===== config.mk =====
export PLATFORM = sky130hd
export DESIGN_NAME = cache_maint_seq
export DESIGN_NICKNAME = d
export VERILOG_FILES = /design/src/rtl/cm_pkg.sv /design/src/rtl/cm_line_store.sv /design/src/rtl/cm_ctrl.sv /design/src/rtl/cache_maint_seq.sv
export SDC_FILE = /design/constraint.sdc
export NUM_CORES = 1
export LEC_CHECK = 0
export CORE_MARGIN = 2
export CORE_UTILIZATION = 58
export CTS_BUF_LIST = sky130_fd_sc_hd__clkbuf_16
export DETAILED_ROUTE_END_ITERATION = 8
export GPL_ROUTABILITY_DRIVEN = 0
export PLACE_DENSITY = 0.91
export REMOVE_ABC_BUFFERS = 1
export SYNTH_ARGS = -nofsm -noshare
export SYNTH_HDL_FRONTEND = slang
export SYNTH_SLANG_ARGS = --single-unit

===== constraint.sdc =====
create_clock -name clk -period 5 [get_ports clk]
set_input_delay 1.5 -clock clk [delete_from_list [all_inputs] [get_ports clk]]
set_output_delay 1.5 -clock clk [all_outputs]
set_load 0.05 [all_outputs]

===== src/rtl/cm_pkg.sv =====
package cm_pkg;

  typedef enum logic [1:0] {
    OP_NONE       = 2'd0,
    OP_WBINV_ALL  = 2'd1,
    OP_INV_ALL    = 2'd2,
    OP_FLUSH_LINE = 2'd3
  } cm_op_e;

  typedef enum logic [2:0] {
    S_IDLE,
    S_WALK,
    S_LINE,
    S_WBWAIT,
    S_DONE
  } cm_state_e;

  // Strobes from control to the line store
  typedef struct packed {
    logic invLine;  // clear valid and dirty of the line at walkIdx
    logic busy;     // an operation is in progress, block lookups
  } cm_strobe_t;

endpackage


===== src/rtl/cm_line_store.sv =====
module cm_line_store
  import cm_pkg::*;
#(
  parameter int IDX_W = 3,
  parameter int TAG_W = 8
) (
  input  logic                     clk,
  input  logic                     rstN,
  input  cm_strobe_t               strobe,
  input  logic [IDX_W-1:0]         walkIdx,
  input  logic                     cacheOff,
  input  logic                     lkValid,
  input  logic                     lkWrite,
  input  logic [TAG_W+IDX_W-1:0]   lkAddr,
  output logic                     lkHit,
  output logic                     lineValid,
  output logic                     lineDirty,
  output logic [TAG_W-1:0]         lineTag
);

  localparam int LINES = 2 ** IDX_W;

  logic             validQ [LINES];
  logic             dirtyQ [LINES];
  logic [TAG_W-1:0] tagQ   [LINES];

  logic [IDX_W-1:0] lkIdx;
  logic [TAG_W-1:0] lkTag;
  logic             lkActive;
  logic             doAlloc;

  assign lkIdx    = lkAddr[IDX_W-1:0];
  assign lkTag    = lkAddr[TAG_W+IDX_W-1:IDX_W];
  assign lkActive = lkValid && !cacheOff && !strobe.busy;
  assign lkHit    = lkActive && validQ[lkIdx] && (tagQ[lkIdx] == lkTag);
  // a dirty resident line is never displaced by a fill
  assign doAlloc  = lkActive && !lkHit && !(validQ[lkIdx] && dirtyQ[lkIdx]);

  assign lineValid = validQ[walkIdx];
  assign lineDirty = dirtyQ[walkIdx];
  assign lineTag   = tagQ[walkIdx];

  always_ff @(posedge clk or negedge rstN) begin
    if (!rstN) begin
      for (int i = 0; i < LINES; i++) begin
        validQ[i] <= 1'b0;
        dirtyQ[i] <= 1'b0;
        tagQ[i]   <= '0;
      end
    end else if (strobe.invLine) begin
      validQ[walkIdx] <= 1'b0;
      dirtyQ[walkIdx] <= 1'b0;
    end else if (lkHit && lkWrite) begin
      dirtyQ[lkIdx] <= 1'b1;
    end else if (doAlloc) begin
      validQ[lkIdx] <= 1'b1;
      dirtyQ[lkIdx] <= lkWrite;
      tagQ[lkIdx]   <= lkTag;
    end
  end

endmodule


===== src/rtl/cm_ctrl.sv =====
module cm_ctrl
  import cm_pkg::*;
#(
  parameter int IDX_W = 3,
  parameter int TAG_W = 8
) (
  input  logic                     clk,
  input  logic                     rstN,
  input  logic                     t0Valid,
  input  logic [1:0]               t0Op,
  input  logic [TAG_W+IDX_W-1:0]   t0Addr,
  input  logic                     t1Valid,
  input  logic [1:0]               t1Op,
  input  logic [TAG_W+IDX_W-1:0]   t1Addr,
  input  logic                     lineValid,
  input  logic                     lineDirty,
  input  logic [TAG_W-1:0]         lineTag,
  input  logic                     wbDone,
  output cm_strobe_t               strobe,
  output logic [IDX_W-1:0]         walkIdx,
  output logic [1:0]               stall,
  output logic                     wbValid,
  output logic [TAG_W+IDX_W-1:0]   wbAddr,
  output logic                     bcastPulse,
  output logic [1:0]               bcastOp
);

  localparam int ADDR_W = TAG_W + IDX_W;
  localparam logic [IDX_W-1:0] LAST_IDX = IDX_W'(2 ** IDX_W - 1);

  cm_state_e          state;
  cm_op_e             curOp;
  logic               curThread;
  logic [TAG_W-1:0]   curTag;
  logic [IDX_W-1:0]   idx;
  logic [ADDR_W-1:0]  wbAddrQ;

  logic               pendValid;
  logic               pendThread;
  cm_op_e             pendOp;
  logic [ADDR_W-1:0]  pendAddr;

  // per-thread request views
  logic               reqLive [2];
  cm_op_e             reqOp   [2];
  logic [ADDR_W-1:0]  reqAddr [2];

  assign reqOp[0]   = cm_op_e'(t0Op);
  assign reqOp[1]   = cm_op_e'(t1Op);
  assign reqAddr[0] = t0Addr;
  assign reqAddr[1] = t1Addr;

  generate
    for (genvar t = 0; t < 2; t++) begin : g_thr
      logic reqStrobe;
      assign reqStrobe = (t == 0) ? t0Valid : t1Valid;
      assign reqLive[t] = reqStrobe && (reqOp[t] != OP_NONE) && !stall[t];
      assign stall[t] = ((state != S_IDLE) &&
                         ((curOp != OP_FLUSH_LINE) || (curThread == 1'(t)))) ||
                        (pendValid && (pendThread == 1'(t)));
    end
  endgenerate

  // arbitration of the single execution slot and the single wait slot
  logic              slotFree;
  logic              startNow;
  cm_op_e            startOp;
  logic              startThread;
  logic [ADDR_W-1:0] startAddr;
  logic              pendClr;
  logic              pendSet;
  logic              pendSetThread;

  assign slotFree = (state == S_IDLE) || (state == S_DONE);

  always_comb begin
    startNow      = 1'b0;
    startOp       = OP_NONE;
    startThread   = 1'b0;
    startAddr     = '0;
    pendClr       = 1'b0;
    pendSet       = 1'b0;
    pendSetThread = 1'b0;
    if (slotFree) begin
      if (pendValid) begin
        startNow    = 1'b1;
        startOp     = pendOp;
        startThread = pendThread;
        startAddr   = pendAddr;
        pendClr     = 1'b1;
      end else if (reqLive[0]) begin
        startNow    = 1'b1;
        startOp     = reqOp[0];
        startThread = 1'b0;
        startAddr   = reqAddr[0];
        if (reqLive[1]) begin
          pendSet       = 1'b1;
          pendSetThread = 1'b1;
        end
      end else if (reqLive[1]) begin
        startNow    = 1'b1;
        startOp     = reqOp[1];
        startThread = 1'b1;
        startAddr   = reqAddr[1];
      end
    end else if (reqLive[0]) begin
      pendSet       = 1'b1;
      pendSetThread = 1'b0;
    end else if (reqLive[1]) begin
      pendSet       = 1'b1;
      pendSetThread = 1'b1;
    end
  end

  // per-line decisions
  logic needWb;
  logic lineMatch;

  assign needWb    = (curOp == OP_WBINV_ALL) && lineValid && lineDirty;
  assign lineMatch = lineValid && (lineTag == curTag);

  always_comb begin
    strobe.busy    = (state != S_IDLE);
    strobe.invLine = 1'b0;
    unique case (state)
      S_WALK:   strobe.invLine = !needWb;
      S_LINE:   strobe.invLine = lineMatch && !lineDirty;
      S_WBWAIT: strobe.invLine = wbDone;
      default:  strobe.invLine = 1'b0;
    endcase
  end

  assign walkIdx    = idx;
  assign wbValid    = (state == S_WBWAIT);
  assign wbAddr     = wbAddrQ;
  assign bcastPulse = (state == S_DONE);
  assign bcastOp    = (state == S_DONE) ? curOp : OP_NONE;

  always_ff @(posedge clk or negedge rstN) begin
    if (!rstN) begin
      state      <= S_IDLE;
      curOp      <= OP_NONE;
      curThread  <= 1'b0;
      curTag     <= '0;
      idx        <= '0;
      wbAddrQ    <= '0;
      pendValid  <= 1'b0;
      pendThread <= 1'b0;
      pendOp     <= OP_NONE;
      pendAddr   <= '0;
    end else begin
      unique case (state)
        S_WALK: begin
          if (needWb) begin
            wbAddrQ <= {lineTag, idx};
            state   <= S_WBWAIT;
          end else if (idx == LAST_IDX) begin
            state <= S_DONE;
          end else begin
            idx <= idx + 1'b1;
          end
        end
        S_LINE: begin
          if (lineMatch && lineDirty) begin
            wbAddrQ <= {curTag, idx};
            state   <= S_WBWAIT;
          end else begin
            state <= S_DONE;
          end
        end
        S_WBWAIT: begin
          if (wbDone) begin
            if ((curOp == OP_FLUSH_LINE) || (idx == LAST_IDX)) begin
              state <= S_DONE;
            end else begin
              idx   <= idx + 1'b1;
              state <= S_WALK;
            end
          end
        end
        S_DONE:  state <= S_IDLE;
        default: state <= S_IDLE;
      endcase

      if (startNow) begin
        state     <= (startOp == OP_FLUSH_LINE) ? S_LINE : S_WALK;
        curOp     <= startOp;
        curThread <= startThread;
        curTag    <= startAddr[ADDR_W-1:IDX_W];
        idx       <= (startOp == OP_FLUSH_LINE) ? startAddr[IDX_W-1:0] : '0;
      end

      if (pendClr) pendValid <= 1'b0;
      if (pendSet) begin
        pendValid  <= 1'b1;
        pendThread <= pendSetThread;
        pendOp     <= reqOp[pendSetThread];
        pendAddr   <= reqAddr[pendSetThread];
      end
    end
  end

endmodule


===== src/rtl/cache_maint_seq.sv =====
module cache_maint_seq
  import cm_pkg::*;
#(
  parameter int IDX_W = 3,
  parameter int TAG_W = 8
) (
  input  logic                   clk,
  input  logic                   rstN,
  input  logic                   t0Valid,
  input  logic [1:0]             t0Op,
  input  logic [TAG_W+IDX_W-1:0] t0Addr,
  input  logic                   t1Valid,
  input  logic [1:0]             t1Op,
  input  logic [TAG_W+IDX_W-1:0] t1Addr,
  input  logic [1:0]             cdBit,
  input  logic                   lkValid,
  input  logic                   lkWrite,
  input  logic [TAG_W+IDX_W-1:0] lkAddr,
  output logic                   lkHit,
  output logic [1:0]             stall,
  output logic                   wbValid,
  output logic [TAG_W+IDX_W-1:0] wbAddr,
  input  logic                   wbDone,
  output logic                   bcastPulse,
  output logic [1:0]             bcastOp
);

  cm_strobe_t       strobe;
  logic [IDX_W-1:0] walkIdx;
  logic             lineValid;
  logic             lineDirty;
  logic [TAG_W-1:0] lineTag;
  logic             cacheOff;

  // either thread's disable bit turns caching off for both
  assign cacheOff = |cdBit;

  cm_ctrl #(.IDX_W(IDX_W), .TAG_W(TAG_W)) u_ctrl (
    .clk        (clk),
    .rstN       (rstN),
    .t0Valid    (t0Valid),
    .t0Op       (t0Op),
    .t0Addr     (t0Addr),
    .t1Valid    (t1Valid),
    .t1Op       (t1Op),
    .t1Addr     (t1Addr),
    .lineValid  (lineValid),
    .lineDirty  (lineDirty),
    .lineTag    (lineTag),
    .wbDone     (wbDone),
    .strobe     (strobe),
    .walkIdx    (walkIdx),
    .stall      (stall),
    .wbValid    (wbValid),
    .wbAddr     (wbAddr),
    .bcastPulse (bcastPulse),
    .bcastOp    (bcastOp)
  );

  cm_line_store #(.IDX_W(IDX_W), .TAG_W(TAG_W)) u_store (
    .clk       (clk),
    .rstN      (rstN),
    .strobe    (strobe),
    .walkIdx   (walkIdx),
    .cacheOff  (cacheOff),
    .lkValid   (lkValid),
    .lkWrite   (lkWrite),
    .lkAddr    (lkAddr),
    .lkHit     (lkHit),
    .lineValid (lineValid),
    .lineDirty (lineDirty),
    .lineTag   (lineTag)
  );

endmodule


Word-level counts from Yosys, hierarchy flattened
Cells that the tools add are included.

word-level totals
  register bits = 123
  output and inout port bits = 18
  word-level logic and storage cells = 204

cells by class
  $add $sub $neg = 1
  $lt $le $gt $ge = 5
  equality and inequality tests = 19
  mux-type cells = 81
  bitwise gates (word level) = 12
  reduce and logical (&&, ||, !) cells = 52

operator list
  operator            count
  $mux 11             9
  $mux 8              11
  $bwmux 64           1
  $bmux 8 s3          2
  $mux 3              12
  $mux 1              25
  $demux 8 s3         1
  $logic_and 1x1->1   23
  $pmux 11 s2         1
  $mux 2              9
  $and 8x8->8         2
  $eq 8x8->1          2
  $or 8x8->8          2
  $bmux 1 s3          4
  $reduce_bool 2->1   5
  $ne 3x2->1 const B  3
  $pmux 3 s3          1
  $reduce_bool 3->1   3
  $bwmux 8            1
  $ge 4x4->1 const B  2
  $logic_not 1->1     8
  $lt 4x1->1 const B  2
  $not 3->4           2
  $not 8->8           1
  other kinds (22)    38

Logic depth before layout (Yosys ltp)
Gate-level depths: netlist of run 1.

  depth in word-level cells = 14
  mapped depth = 13

Cells and area by module
From an unflattened synthesis of run 1, not the netlist that was laid out.

second synthesis, totals
  cells, all modules = 704
  area, all modules = 7497.2 sq um

by module, submodules not included
  module           times used  cells an instance  area an instance (sq um)
  cm_line_store    1           431                4870.9
  cm_ctrl          1           272                2620.0
  cache_maint_seq  1           1                  6.3

Least setup slack after synthesis of run 1
OpenSTA, ideal clock, no wires.

  kind = input-to-output
  start point = in lkAddr[1]
  end point = out lkHit
  arrival time = 4.540 ns
  path slack = -1.040 ns
  stages on the path = 7
  path buffers = 1
  cell sequence = buf_2 > mux4_2 > mux2i_1 > xor2_1 > nand2_1 > or4_1 > nor4_1

on the way
  word-level cells in the longest chain between the ends = 6

RTL lines
  element                                                              RTL line               text
  from (decl)                                                          cache_maint_seq.sv:18  input logic [TAG_W+IDX_W-1:0] lkAddr,
  $not 3->4 (not written as such) (*)                                  cm_line_store.sv:35    assign lkHit = lkActive && validQ[lkIdx] && (tagQ[lkIdx] == lkTag);
  $bmux 8 s3 or $bmux 1 s3 (tied branches)                             cm_line_store.sv:35
  $mux 8 (not written as such) or $mux 1 (tied branches) (2 in a row)  cm_line_store.sv:35
  $eq 8x8->1 or $logic_and 1x1->1 (tied branches)                      cm_line_store.sv:35
  $logic_and 1x1->1 (*)                                                cm_line_store.sv:35
  to (decl)                                                            cache_maint_seq.sv:19  output logic lkHit,

Mark *: on every way between the ends. The rest lies on a longest branch, timed or not. The select of a mux whose other input is x is not followed.

Worst setup path in the final report of run 1
  start point = in lkAddr[0]
  end point = out lkHit

Same word-level chain as after synthesis.

==> results of run 1 <==
[sequential cells by signal, summed over array words and instances (netlist names)]
| signal | cells |
|---|---|
| u_store.dirtyQ | 8 |
| u_ctrl.curTag | 8 |
| u_ctrl.pendThread | 1 |
| u_ctrl.curOp | 2 |
| u_ctrl.wbAddr | 11 |
| u_ctrl.state | 3 |
| u_ctrl.pendOp | 2 |
| u_ctrl.pendValid | 1 |
| u_ctrl.pendAddr | 11 |
| u_store.tagQ | 64 |
| u_ctrl.curThread | 1 |
| u_ctrl.walkIdx | 3 |
| u_store.validQ | 8 |
[Yosys cell counts (8+ instances only)]
master / instances / area [sq um]
o31ai_1: 8 / 60.1
nand3_1: 20 / 100
nand2b_1: 10 / 62.6
o22ai_1: 10 / 62.6
a21oi_1: 38 / 190
nor2b_1: 10 / 62.6
mux2_2: 77 / 867
o21ai_0: 51 / 255
mux4_2: 9 / 203
buf_2: 14 / 70.1
dfrtp_1: 123 / 3080
nor2_1: 24 / 90.1
nand2_1: 69 / 259
clkbuf_1: 25 / 93.8
mux2i_1: 43 / 430
inv_1: 19 / 71.3
mux2_4: 9 / 135
nor3_1: 11 / 55.1
[per-stage QoR]
| stage | total power [W] | setup TNS [ns] |
|---|---|---|
| floorplan | 0.00268 | -0.832 |
| global placement | 0.00322 | -0.635 |
| detailed placement | 0.00332 | -2.77 |
| CTS | 0.00444 | -0.278 |
| global route | 0.00472 | -0.265 |
| finish | 0.00448 | -0.195 |
[critical path: stages]
cell	delay, ns
clkdlybuf4s15_2	0.23
buf_6	0.16
nor2b_1	0.15
a32o_1	0.27
a211oi_1	0.30
xnor2_1	0.17
or4_4	0.45
nor4_4	0.15
buf_4	0.17
buf_12	0.13
[area by class of cell]
type | instances | area, sq um | area share, %
Clock buffer | 17 | 425 | 4.66
Clock inverter | 13 | 88.8 | 0.972
Inverter | 20 | 76.3 | 0.835
Multi-Input combinational cell | 523 | 4010 | 43.9
Sequential cell | 123 | 3080 | 33.7
Tap cell | 172 | 215 | 2.36
Timing Repair Buffer | 130 | 1240 | 13.6
[power groups by stage]
stage,logic (W),registers [W],clock network (W)
2_1_floorplan,0.00105,0.00163,0
3_3_place_gp,0.00170,0.00152,0
3_5_place_dp,0.00177,0.00155,0
4_1_cts,0.00180,0.00154,0.00110
5_1_grt,0.00198,0.00158,0.00115
6_report,0.00184,0.00155,0.00109
[final timing paths]
check / cells past startpoint / slack, ns / to
setup / recovery: 10 / -0.20 / lkHit
hold / removal: 2 / 0.48 / u_ctrl.pendAddr[1]
setup reg to reg: 9 / 1.14 / u_store.dirtyQ[5]
hold reg to reg: 2 / 0.48 / u_ctrl.pendAddr[1]
max in group asynchronous: 2 / 2.96 / u_store.dirtyQ[0]
min in group asynchronous: 1 / 1.05 / u_store.dirtyQ[5]
[cell usage in the layout, fill, tap and decap left out, types with 4 or more instances in the layout]
cell,n
dfrtp_1,123
mux2_2,77
nand2_1,69
buf_4,61
clkdlybuf4s50_1,58
o21ai_0,50
mux2i_1,43
a21oi_1,36
nor2_1,24
inv_1,21
nand3_1,20
clkbuf_16,17
nor3_1,10
nand2b_1,10
o22ai_1,9
mux4_2,9
mux2_4,9
nor2b_1,8
o31ai_1,7
a211oi_1,6
xor2_1,6
a221oi_1,6
o21bai_1,6
buf_12,6
a22o_1,5
o21a_1,5
o211ai_1,5
a221o_1,5
clkinv_2,5
or3_1,4
nand4_1,4
nor3_2,4
a31oi_1,4
a2bb2oi_1,4
xnor2_1,4
clkinv_1,4
[cell families after synthesis]
| group | after synthesis |
|---|---|
| flops | 123 |
| buf+inv | 69 |
| fa+ha+maj | 2 |
| compound gates | 188 |
| xor+xnor | 12 |
| mux | 138 |
| simple gates | 183 |
[repair_timing]
action,CTS,global route
gates resized for setup,32,3
setup buffers,7,2
hold endpoints to repair,0,0
setup endpoints to repair,1,1
gates cloned,1,0
pin swaps,10,4
[per-layer routing]
layer  vias to the layer above  routed length [um]  track usage (%)
met5                         -                   0                0
met4                         0                 986             16.2
met3                       110                2230             11.1
met2                       445               10200             55.0
met1                      3119                8110             40.9
li1                       2861                   -                -
==> flow_summary.ini, run 1 <==
[floorplanning]
die_y_um = 116
dieArea_sq_um = 13500
core-area_sq_um = 12500
fp.dieW_um = 116
io_pins = 64
fp-row-count = 41
initial_core_util_pct = 58.8

[setup_path]
cp-start-kind = input pin
r2r-start = u_ctrl.walkIdx[2]
path_class = in -> out
cp_max_fo = 10
crit_arrival_ns = 3.70
cp-end-kind = output port
crit_path_start = lkAddr[0]
cp.required_ns = 3.50

[synthesis]
ys_warn_count = 0
synth-seq-area-share_pct = 42.0
syn_area_per_cell_sq_um = 10.2
synthArstFlopShare_pct = 100
synth_edf_count = 0
synth-seq-cells = 123
syn_area_sq_um = 7330
synth_simple_gate_area_share_pct = 12.6
synthCells = 715
synth-compound-area-share_pct = 17.2
synth_mux_area_share_pct = 22.3
synthXorXnorAreaFrac_pct = 1.43
synthAdderAreaFrac_pct = 0.342
synth_top_family_by_area = multiplexers
synth_cell_type_count = 73
synth_ff_type = dfrtp_1

[layout]
area_growth_pct = 24.7
final_cells = 998
fillers = 814
final_area_sq_um = 9140
antennaDiodeCount = 0
finalNetCount = 863
fin_util_pct = 73.3
drive_gt1_share_pct = 26.5

[timing]
min_period_over_period_pct = 104
setup_viol = 1
whs_ns = 0.481
slew_headroom_pct = 30.0
fin_worst_skew_ns = 0.0121
hold_violations = 0
fin_ws_ns = -0.195
grt_setup_unrepaired = true
max_freq_mhz = 192
final_max_slew_viol_count = 0
worst-slew-pin-transition_ns = 1.04
layout_min_cycle_time_ns = 5.20

[clock_network]
cts_num_sinks = 123
cts_tree = done
cts_root_buf = clkbuf_16
clk_pin_slew_ns = 0.06
cts_buffers = 17
htreeDepth = 4
insertion_delay_ns = 0.43
clockBufferDepth = 2
hold_buffers = 0

[placement]
port-buffer-count = 63
dp.final_hpwl_mm = 15.1
placed_area_sq_um = 8430
dpl_worst_slack_ns = -0.704
dp_cells = 959

[routing]
avgViaCountPerCell = 6.55
dr.pass1.iters = 6
route.detailed.drc = 0
vias = 6535
routed_wl_mm = 21.6
drtAntennaViolNets = 0
first_iter_violations = 742
wl_per_cell_um = 21.6

[global_route]
grt_pass1_wl_mm = 34.6
antenna_found_initial = 0
grt.overflow.total = 0
grt_pass1_vias = 6769
track_usage_pct = 33.8
grt_max_degree = 44

[flow_run]
cap_violations = 0

[power_and_ir_drop]
p_seq_share_pct = 34.7
clkPwrFrac_pct = 24.3
sw_frac_of_total_pct = 40.1
internal_power_w = 0.00268
p_leak_nw = 4.05
pwr_density_cell_nw_per_um2 = 490
irDropWorstVdd_v = 0.000355
power_frac_comb_pct = 41.1
p_switching_w = 0.00180

[status]
violations = setup timing
status = finished with violations

[min_path]
hp-start = u_ctrl.pendAddr[1]
hold_path.class = reg -> reg
No activity file was read; power rests on OpenSTA's default activity.
==> run 2, diff against run 1 <==
--- a/config.mk
+++ b/config.mk
@@ -5,9 +5,11 @@
 export SDC_FILE = /design/constraint.sdc
 export NUM_CORES = 1
 export LEC_CHECK = 0
+export CAP_MARGIN = 20
 export CORE_MARGIN = 2
 export CORE_UTILIZATION = 58
 export CTS_BUF_LIST = sky130_fd_sc_hd__clkbuf_16
+export CTS_CLUSTER_SIZE = 40
 export DETAILED_ROUTE_END_ITERATION = 8
 export GPL_ROUTABILITY_DRIVEN = 0
 export PLACE_DENSITY = 0.91
==> results of run 2 <==
Same layout as run 1: the final DEF is identical, and so are final timing and power.
